**src/rtl/pit_pkg.sv**
```systemverilog
package pit_pkg;

    localparam int DATA_W  = 32;
    localparam int PIV_W   = 20;
    localparam int CNT_W   = 12;
    localparam int PRE_W   = 4;
    localparam int ADDR_W  = 4;
    localparam int RUN_BIT = 24;
    localparam int IEN_BIT = 25;

    typedef enum logic [1:0] {
        SEL_CTRL  = 2'd0,
        SEL_FLAG  = 2'd1,
        SEL_ACK   = 2'd2,
        SEL_PEEK  = 2'd3
    } reg_sel_e;

    typedef struct packed {
        logic             irq_en;
        logic             run_en;
        logic [PIV_W-1:0] limit;
    } ctrl_t;

    typedef struct packed {
        logic [CNT_W-1:0] tally;
        logic [PIV_W-1:0] count;
    } snap_t;

    localparam ctrl_t CTRL_RESET = '{irq_en: 1'b0, run_en: 1'b0, limit: {PIV_W{1'b1}}};

    function automatic ctrl_t unpack_ctrl(input logic [DATA_W-1:0] w);
        ctrl_t c;
        c.limit  = w[PIV_W-1:0];
        c.run_en = w[RUN_BIT];
        c.irq_en = w[IEN_BIT];
        return c;
    endfunction

    function automatic logic [DATA_W-1:0] pack_ctrl(input ctrl_t c);
        logic [DATA_W-1:0] w;
        w              = '0;
        w[PIV_W-1:0]   = c.limit;
        w[RUN_BIT]     = c.run_en;
        w[IEN_BIT]     = c.irq_en;
        return w;
    endfunction

endpackage

```
**src/rtl/pit_prescaler.sv**
```systemverilog
module pit_prescaler #(
    parameter int PRE_W = pit_pkg::PRE_W
) (
    input  logic clk,
    input  logic rst,
    input  logic run,
    output logic tick,
    output logic busy
);
    logic [PRE_W-1:0] pre_q;

    assign tick = &pre_q;
    assign busy = |pre_q;

    always_ff @(posedge clk) begin
        if (rst) begin
            pre_q <= '0;
        end else if (run || busy) begin
            pre_q <= pre_q + 1'b1;
        end
    end
endmodule

```
**src/rtl/pit_core.sv**
```systemverilog
module pit_core #(
    parameter int PIV_W = pit_pkg::PIV_W,
    parameter int CNT_W = pit_pkg::CNT_W,
    parameter bit SAT   = 1'b1
) (
    input  logic             clk,
    input  logic             rst,
    input  logic             tick,
    input  logic [PIV_W-1:0] limit,
    input  logic             ack,
    output logic [PIV_W-1:0] count,
    output logic [CNT_W-1:0] tally,
    output logic             elapsed,
    output logic             wrap
);
    localparam logic [CNT_W-1:0] TALLY_MAX = {CNT_W{1'b1}};

    logic [CNT_W-1:0] tally_inc;
    logic [CNT_W-1:0] tally_nxt;

    generate
        if (SAT) begin : g_sat
            assign tally_inc = (tally == TALLY_MAX) ? TALLY_MAX : tally + 1'b1;
        end else begin : g_wrap
            assign tally_inc = tally + 1'b1;
        end
    endgenerate

    assign wrap      = tick && (count >= limit);
    assign tally_nxt = ack ? {{(CNT_W-1){1'b0}}, 1'b1} : tally_inc;

    always_ff @(posedge clk) begin
        if (rst) begin
            count   <= '0;
            tally   <= '0;
            elapsed <= 1'b0;
        end else begin
            if (tick) begin
                count <= wrap ? '0 : count + 1'b1;
            end
            if (wrap) begin
                elapsed <= 1'b1;
                tally   <= tally_nxt;
            end else if (ack) begin
                elapsed <= 1'b0;
                tally   <= '0;
            end
        end
    end
endmodule

```
**src/rtl/pit_regs.sv**
```systemverilog
module pit_regs
    import pit_pkg::*;
(
    input  logic              clk,
    input  logic              rst,
    input  logic              wr,
    input  logic              rd,
    input  logic [ADDR_W-1:0] addr,
    input  logic [DATA_W-1:0] wdata,
    input  snap_t             snap,
    input  logic              elapsed,
    output ctrl_t             ctrl,
    output logic [DATA_W-1:0] rdata,
    output logic              ack,
    output logic              peek
);
    reg_sel_e          sel;
    logic [DATA_W-1:0] rmux;

    assign sel  = reg_sel_e'(addr[3:2]);
    assign ack  = rd && (sel == SEL_ACK);
    assign peek = rd && (sel == SEL_PEEK);

    always_comb begin
        unique case (sel)
            SEL_CTRL: rmux = pack_ctrl(ctrl);
            SEL_FLAG: rmux = {{(DATA_W-1){1'b0}}, elapsed};
            SEL_ACK:  rmux = snap;
            SEL_PEEK: rmux = snap;
            default:  rmux = '0;
        endcase
    end

    always_ff @(posedge clk) begin
        if (rst) begin
            ctrl  <= CTRL_RESET;
            rdata <= '0;
        end else begin
            if (wr && (sel == SEL_CTRL)) begin
                ctrl <= unpack_ctrl(wdata);
            end
            if (rd) begin
                rdata <= rmux;
            end
        end
    end
endmodule

```
**src/rtl/pit_timer.sv**
```systemverilog
module pit_timer
    import pit_pkg::*;
(
    input  logic              clk,
    input  logic              rst,
    input  logic              bus_wr,
    input  logic              bus_rd,
    input  logic [ADDR_W-1:0] bus_addr,
    input  logic [DATA_W-1:0] bus_wdata,
    output logic [DATA_W-1:0] bus_rdata,
    output logic              irq
);
    ctrl_t            ctrl;
    snap_t            snap;
    logic             tick;
    logic             pre_busy;
    logic             run;
    logic             ack;
    logic             peek;
    logic             wrap;
    logic             elapsed;
    logic [PIV_W-1:0] count;
    logic [CNT_W-1:0] tally;

    assign run  = ctrl.run_en || (count != '0);
    assign snap = '{tally: tally, count: count};
    assign irq  = elapsed && ctrl.irq_en;

    pit_prescaler #(.PRE_W(PRE_W)) u_pre (
        .clk  (clk),
        .rst  (rst),
        .run  (run),
        .tick (tick),
        .busy (pre_busy)
    );

    pit_core #(.PIV_W(PIV_W), .CNT_W(CNT_W), .SAT(1'b1)) u_core (
        .clk     (clk),
        .rst     (rst),
        .tick    (tick),
        .limit   (ctrl.limit),
        .ack     (ack),
        .count   (count),
        .tally   (tally),
        .elapsed (elapsed),
        .wrap    (wrap)
    );

    pit_regs u_regs (
        .clk     (clk),
        .rst     (rst),
        .wr      (bus_wr),
        .rd      (bus_rd),
        .addr    (bus_addr),
        .wdata   (bus_wdata),
        .snap    (snap),
        .elapsed (elapsed),
        .ctrl    (ctrl),
        .rdata   (bus_rdata),
        .ack     (ack),
        .peek    (peek)
    );
endmodule

```
**config.mk**
```make
export PLATFORM = sky130hd
export DESIGN_NAME = pit_timer
export DESIGN_NICKNAME = d
export VERILOG_FILES = /design/src/rtl/pit_pkg.sv /design/src/rtl/pit_prescaler.sv /design/src/rtl/pit_core.sv /design/src/rtl/pit_regs.sv /design/src/rtl/pit_timer.sv
export SDC_FILE = /design/constraint.sdc
export NUM_CORES = 1
export LEC_CHECK = 0
export ABC_CLOCK_PERIOD_IN_PS = 2450
export BUFFER_PORTS_ARGS = -buffer_cell sky130_fd_sc_hd__buf_2
export CAP_MARGIN = 30
export CORE_ASPECT_RATIO = 0.75
export CORE_UTILIZATION = 50
export DETAILED_ROUTE_END_ITERATION = 6
export GPL_TIMING_DRIVEN = 1
export PLACE_DENSITY = 0.77
export SYNTH_ARGS = -nofsm -noshare
export SYNTH_HDL_FRONTEND = slang
export SYNTH_HIERARCHICAL = 1
export SYNTH_SLANG_ARGS = --single-unit
```
**constraint.sdc**
```tcl
create_clock -name clk -period 2.45 [get_ports clk]
set_input_delay 0.245 -clock clk [delete_from_list [all_inputs] [get_ports clk]]
set_output_delay 0.245 -clock clk [all_outputs]
set_load 0.005 [all_outputs]
```
==> metrics.md, run 1 <==
| Metric | Value |
|---|---|
| Wirelength per Cell | `15.1 um` |
| First-pass GRT wire length | `18200 um` |
| Initial core utilization | `0.522` |
| Root Driver | `clkbuf_16` |
| Die X | `115 um` |
| Pleak | `2.42 nW` |
| Critical Path RT | `2.70 ns` |
| Syn Inst Count | `541` |
| CTS Buffer Depth | `2` |
| Synth Warn # | `6` |
| Hold Startpoint | `bus_wdata[9]` |
| Layout cells sized above 1 | `0.214` |
| Vias in the first global route | `3807` |
| Worst Setup Path Type | `reg2reg` |
| Worst Hold Class | `in2reg` |
| # port buffers | `60` |
| Final wirelength | `11100 um` |
| Htree depth | `3` |
| CTS Buf Count | `9` |
| R2r worst-path depth | `8` |
| Slew margin rel. | `0.549` |
| Crit path max fanout | `7` |
| # diodes | `0` |
| Fin. Hold Viols | `0` |
| CTS tree | `done` |
| GRT Residual Overflow | `0` |
| Initial antenna violation count | `0` |
| CP top delay family | `simple AND/OR/NAND/NOR gates` |
| Clock latency on the worst-skew pair | `0.34 ns` |
| Max VDD drop | `0.000334 V` |
| Endpoints failing setup | `0` |
| Mapped Area | `4780 sq um` |
| Post-Syn Area per Cell | `8.83 sq um` |
| Worst EP arrival | `2.63 ns` |
| Final HPWL DP | `7550 um` |
| Post-DP Area | `5210 sq um` |
| Post-Layout Inst Area | `5570 sq um` |
| Clock sinks | `91` |
| Drt drc | `0` |
| Most frequent cells in the layout | `92 x nor2_1, 88 x dfxtp_1, 60 x buf_2` |
| Core Rows | `30` |
| Final period utilization | `0.971` |
| R2r setup slk | `0.07 ns` |
| RSZ-0062 raised after global routing | `true` |
| IO Count | `73` |
| R2R Path End | `u_core/tally[10]$_SDFFE_PP0P_` |
| Clock Skew | `0.0104 ns` |
| Commonest non-fill, non-tap cell in the layout | `nor2_1` |
| Total GRT Usage | `0.234` |
| Hold Path Depth | `3` |
| Largest net degree at the start of global routing | `38` |
| Buf/Inv on CP | `2` |
| Via count | `4084` |
| Nets | `666` |
| Die area | `9950 sq um` |
| Fmax | `420 MHz` |
| Clk slew on worst S/H paths | `0.07 ns` |
| PD cells | `586 nW/um^2` |
| Fin Hold WS | `0.161 ns` |
| Syn_nets | `605` |
| Iter 0 DRT Violations | `308` |
| Worst-path cell chain | `inv_1 -> ha_1 -> nand4_1 -> or4_4 -> o2111ai_4 -> buf_6 -> a41oi_1 -> a211oi_1` |
| Slew Limit Fails | `0` |
| Via density | `5.56` |
| Max Cap Viol | `0` |
| Worst Hold End | `u_regs/ctrl[9]$_SDFFE_PP1P_` |
| Fin crit period | `2.38 ns` |
| Setup crit end kind | `flop` |
| Slowest stage cell, crit path | `or4_4` |
| Worst Max-Slew Pin Slew | `0.676 ns` |
| Drt pass-1 iters | `5` |
| Antenna Nets Post-Route | `0` |
| Worst setup SP type | `flop` |
| Area of the core | `9160 sq um` |
| Beginning of the worst register-to-register path | `u_regs/ctrl[18]$_SDFFE_PP1P_` |
| Placer Congestion | `0.816` |
| Outcome | `finished, final reports clean` |
| Area Growth Syn to Fin | `16.6%` |
| Critical path's largest stage delay | `0.58 ns` |
| Final TNS setup | `0 ns` |
| DIE HEIGHT | `86.7 um` |
worst max-delay path by stage:
| stage | from | end | slack (ns) | cells after the start |
|---|---|---|---|---|
| 2_1_floorplan | u_core/count[0]$_SDFFE_PP0P_ | u_core/tally[0]$_SDFFE_PP0P_ | 0.20 | 9 |
| 3_3_place_gp | u_regs/ctrl[17]$_SDFFE_PP1P_ | u_core/count[12]$_SDFFE_PP0P_ | 0.02 | 7 |
| 3_5_place_dp | u_regs/ctrl[16]$_SDFFE_PP1P_ | u_core/count[16]$_SDFFE_PP0P_ | -0.06 | 7 |
| 4_1_cts | u_regs/ctrl[18]$_SDFFE_PP1P_ | u_core/tally[10]$_SDFFE_PP0P_ | 0.02 | 8 |
| 5_1_grt | u_core/count[0]$_SDFFE_PP0P_ | u_core/tally[0]$_SDFFE_PP0P_ | -0.02 | 9 |
| 6_report | u_regs/ctrl[18]$_SDFFE_PP1P_ | u_core/tally[10]$_SDFFE_PP0P_ | 0.07 | 8 |
layer usage:
metal	GRT usage	vias up	part of all wire
li1	-	2021	-
met1	0.317	1920	0.49
met3	0.0490	14	0.060
met5	0	-	0
met4	0.0779	0	0.014
met2	0.371	129	0.44
flip-flops by register name (all words and copies together), names as in the netlist:
signal,count
u_core/count,20
u_core/elapsed,1
u_core/tally,12
u_pre/pre_q,4
u_regs/rdata,32
u_regs/ctrl,22
what timing repair did:
action                                  CTS  global route
resized for setup                         1            10
hold buffers                              0             0
pin swaps                                 0             5
cloned                                    0             1
endpoints found under the setup margin   20            32
setup buffers                             0             1
power breakdown:
| part | internal, W | switching (W) |
|---|---|---|
| Combinational | 0.000142 | 0.000164 |
| Sequential | 0.00152 | 0.0000326 |
| Clock | 0.000800 | 0.000600 |
| Total | 0.00247 | 0.000796 |
metrics by stage:
stage	total power, W	std cells	setup WS (ns)	utilization
6_report	0.00326	735	0.0708	0.608
5_1_grt	0.00338	735	-0.0176	0.608
4_1_cts	0.00329	733	0.0233	0.602
3_5_place_dp	0.00189	717	-0.0611	0.569
3_3_place_gp	0.00188	717	0.0195	0.569
2_1_floorplan	0.00181	541	0.197	-
worst reg2reg max path: stages, from the launching register on:
cell	delay (ns)
dfxtp_2	0.34
inv_1	0.04
ha_1	0.29
nand4_1	0.16
or4_4	0.58
o2111ai_4	0.28
buf_6	0.18
a41oi_1	0.14
a211oi_1	0.27
cell type report:
type,count,area (sq um)
sequential,91,1830
inverter,25,93.8
multi-input combinational,391,2710
fill,817,3590
clock buffer,10,229
tap,128,160
clock inverter,6,71.3
timing repair buffer,84,484
Power figures use the tool's default switching activity.
==> inputs of run 2 (changes only) <==
- CORE_ASPECT_RATIO: 0.75 -> 0.8
- REMOVE_ABC_BUFFERS: unset -> 1
==> run 2 against run 1 <==
The run now ends with design-rule violations left. Sequential power about the same. Final cell count shrank 2.4%. Clock power up 8%. Register-to-register slack about the same. First-iteration DRC count decreased by 16%. Setup slack improved by 0.0067 ns. Core utilization is 0.076 points lower. Worst hold slack lost 0.0030 ns. Critical endpoint is now u_core/tally[2]$_SDFFE_PP0P_. Highest routed layer unchanged.
==> metrics.md, run 2 (same netlist as run 1, synthesis figures left out) <==
| Metric | Value |
|---|---|
| Htree depth | `3 (unchanged)` |
| CTS Buf Count | `9 (unchanged)` |
| Top flop regs | `u_regs/rdata x32, u_regs/ctrl x22, u_core/count x20` |
| Final wirelength | `10900 um (-1.5%)` |
| Clk slew on worst S/H paths | `0.07 ns (about the same)` |
| Final HPWL DP | `7340 um (-2.7%)` |
| Root Driver | `clkbuf_16` |
| Fin crit period | `2.37 ns (-0.00673 ns)` |
| Setup crit end kind | `flop` |
| Worst Setup Path Type | `reg2reg` |
| Vias in the first global route | `3747 (-1.6%)` |
| DIE HEIGHT | `89.4 um (+3.2%)` |
| Most frequent cells in the layout | `92 x nor2_1, 91 x dfxtp_1, 60 x buf_2` |
| Total GRT Usage | `0.224 (-0.00925)` |
| Max reg flops | `32 (unchanged)` |
| Crit path max fanout | `14 (+7)` |
| Failing checks | `design-rule violations` |
| # Post-CTS Setup Buffers | `0 (unchanged)` |
| Worst setup SP type | `flop` |
| Worst Hold Class | `in2reg` |
| PD cells | `607 nW/um^2 (+3.7%)` |
| Endpoints failing setup | `0 (unchanged)` |
| Die area | `9950 sq um (about the same)` |
| Fin. Hold Viols | `0 (unchanged)` |
| Drt drc | `5 (+5)` |
| CTS Buffer Depth | `2 (unchanged)` |
| CTS Hold Buffers Added | `0 (unchanged)` |
| Final TNS setup | `0 ns (unchanged)` |
| Max VDD drop | `0.000356 V (+6.5%)` |
| Area of the core | `9150 sq um (about the same)` |
| Iter 0 DRT Violations | `258 (-16%)` |
| Clock latency on the worst-skew pair | `0.34 ns (about the same)` |
| Hold Path Depth | `3 (unchanged)` |
| Initial antenna violation count | `0 (unchanged)` |
| GRT Residual Overflow | `0 (unchanged)` |
| Area Growth Syn to Fin | `16.4%` |
| Worst EP arrival | `2.62 ns (about the same)` |
| Via density | `5.60 (+0.73%)` |
| Via count | `4013 (-1.7%)` |
| Max Cap Viol | `0 (unchanged)` |
| Slew Limit Fails | `0 (unchanged)` |
| Initial core utilization | `0.522 (about the same)` |
| Largest Register | `u_regs/rdata` |
| Fmax | `422 MHz (+0.28%)` |
| IO Count | `73 (unchanged)` |
| Drt pass-1 iters | `7 (+2)` |
| Wirelength per Cell | `15.3 um (+1.0%)` |
| Final worst slack | `0.0775 ns (+0.00673 ns)` |
| Core Rows | `31 (+3.3%)` |
| Placer Congestion | `0.857 (+5.0%)` |
| Pwr Total | `0.00338 W (+3.5%)` |
| Clock Skew | `0.0102 ns (-0.000197 ns)` |
| Pleak | `2.41 nW (-0.27%)` |
| Critical Path RT | `2.70 ns (about the same)` |
| R2r worst-path depth | `8 (unchanged)` |
| First-pass GRT wire length | `17800 um (-2.3%)` |
| Die X | `111 um (-3.1%)` |
| Slew margin rel. | `0.542 (-0.00739)` |
| Nets | `661 (-0.75%)` |
| Outcome | `finished, violations left` |
| Final period utilization | `0.968 (-0.00275)` |
| DP Worst Slack | `-0.0393 ns (+0.0218 ns)` |
| # diodes | `0 (unchanged)` |
| Clock sinks | `91 (unchanged)` |
| Layout cells sized above 1 | `0.209 (-0.00487)` |
| Commonest non-fill, non-tap cell in the layout | `nor2_1` |
| # port buffers | `60 (unchanged)` |
| CTS tree | `done` |
| Largest net degree at the start of global routing | `40 (+5.3%)` |
| Worst Max-Slew Pin Slew | `0.687 ns (+0.0111 ns)` |
| Antenna Nets Post-Route | `0 (unchanged)` |
==> run 2: changes by cell type in the layout (fill, tap and decap cells not counted), sizes merged <==
cell	previous run	this run
clkinv	1	2
inv	27	25
buf	84	79
bufinv	1	2
==> run 2: timing repair <==
item / in CTS / in global routing
pin swaps: 0 / 4
resized for setup: 1 / 7
endpoints found under the setup margin: 20 / 12
cloned: 0 / 0
==> run 2: per-layer routing <==
metal	track usage	wire length, um
met5	0	0
met4	0.0602	96
met3	0.0536	564
met2	0.390	5100
met1	0.283	5180
==> run 2: final timing paths <==
kind	startpoint	endpoint	slack, ns
setup / recovery	u_core/count[15]$_SDFFE_PP0P_	u_core/tally[2]$_SDFFE_PP0P_	0.08
hold / removal	bus_wdata[10]	u_regs/ctrl[10]$_SDFFE_PP1P_	0.16
setup reg to reg	u_core/count[15]$_SDFFE_PP0P_	u_core/tally[2]$_SDFFE_PP0P_	0.08
hold reg to reg	u_regs/rdata[27]$_SDFFE_PP0P_	u_regs/rdata[27]$_SDFFE_PP0P_	0.47
==> run 2: per-stage QoR <==
stage | utilization | cells | cell area (sq um) | hold WS, ns
after floorplan | - | 507 | 4590 | 0.313
after global placement | 0.566 | 701 | 5180 | 0.454
after detailed placement | 0.566 | 701 | 5180 | 0.456
after CTS | 0.602 | 717 | 5510 | 0.155
after global routing | 0.608 | 717 | 5560 | 0.175
final | 0.608 | 717 | 5560 | 0.158
==> run 2: area by class of cell <==
type                       count  area [sq um]
fill                         770          3590
multi-input combinational    391          2720
sequential                    91          1820
timing repair buffer          79           455
clock buffer                  10           239
tap                          115           144
inverter                      25          93.8
clock inverter                 6          88.8
==> run 2: worst max-delay path, cell delays in order (launching register included) <==
cell and delay [ns]:
dfxtp_1 0.38, ha_1 0.34, nand4_1 0.12, or4_4 0.55
o2111ai_4 0.20, buf_4 0.16, buf_12 0.13, a31oi_1 0.11
a311oi_2 0.28
==> run 2: where the power goes <==
group          internal (W)  switching [W]  leakage [nW]  total [W]
Clock              0.000922       0.000593         0.155    0.00151
Sequential          0.00152      0.0000318         0.740    0.00156
Combinational      0.000141       0.000164          1.51   0.000305
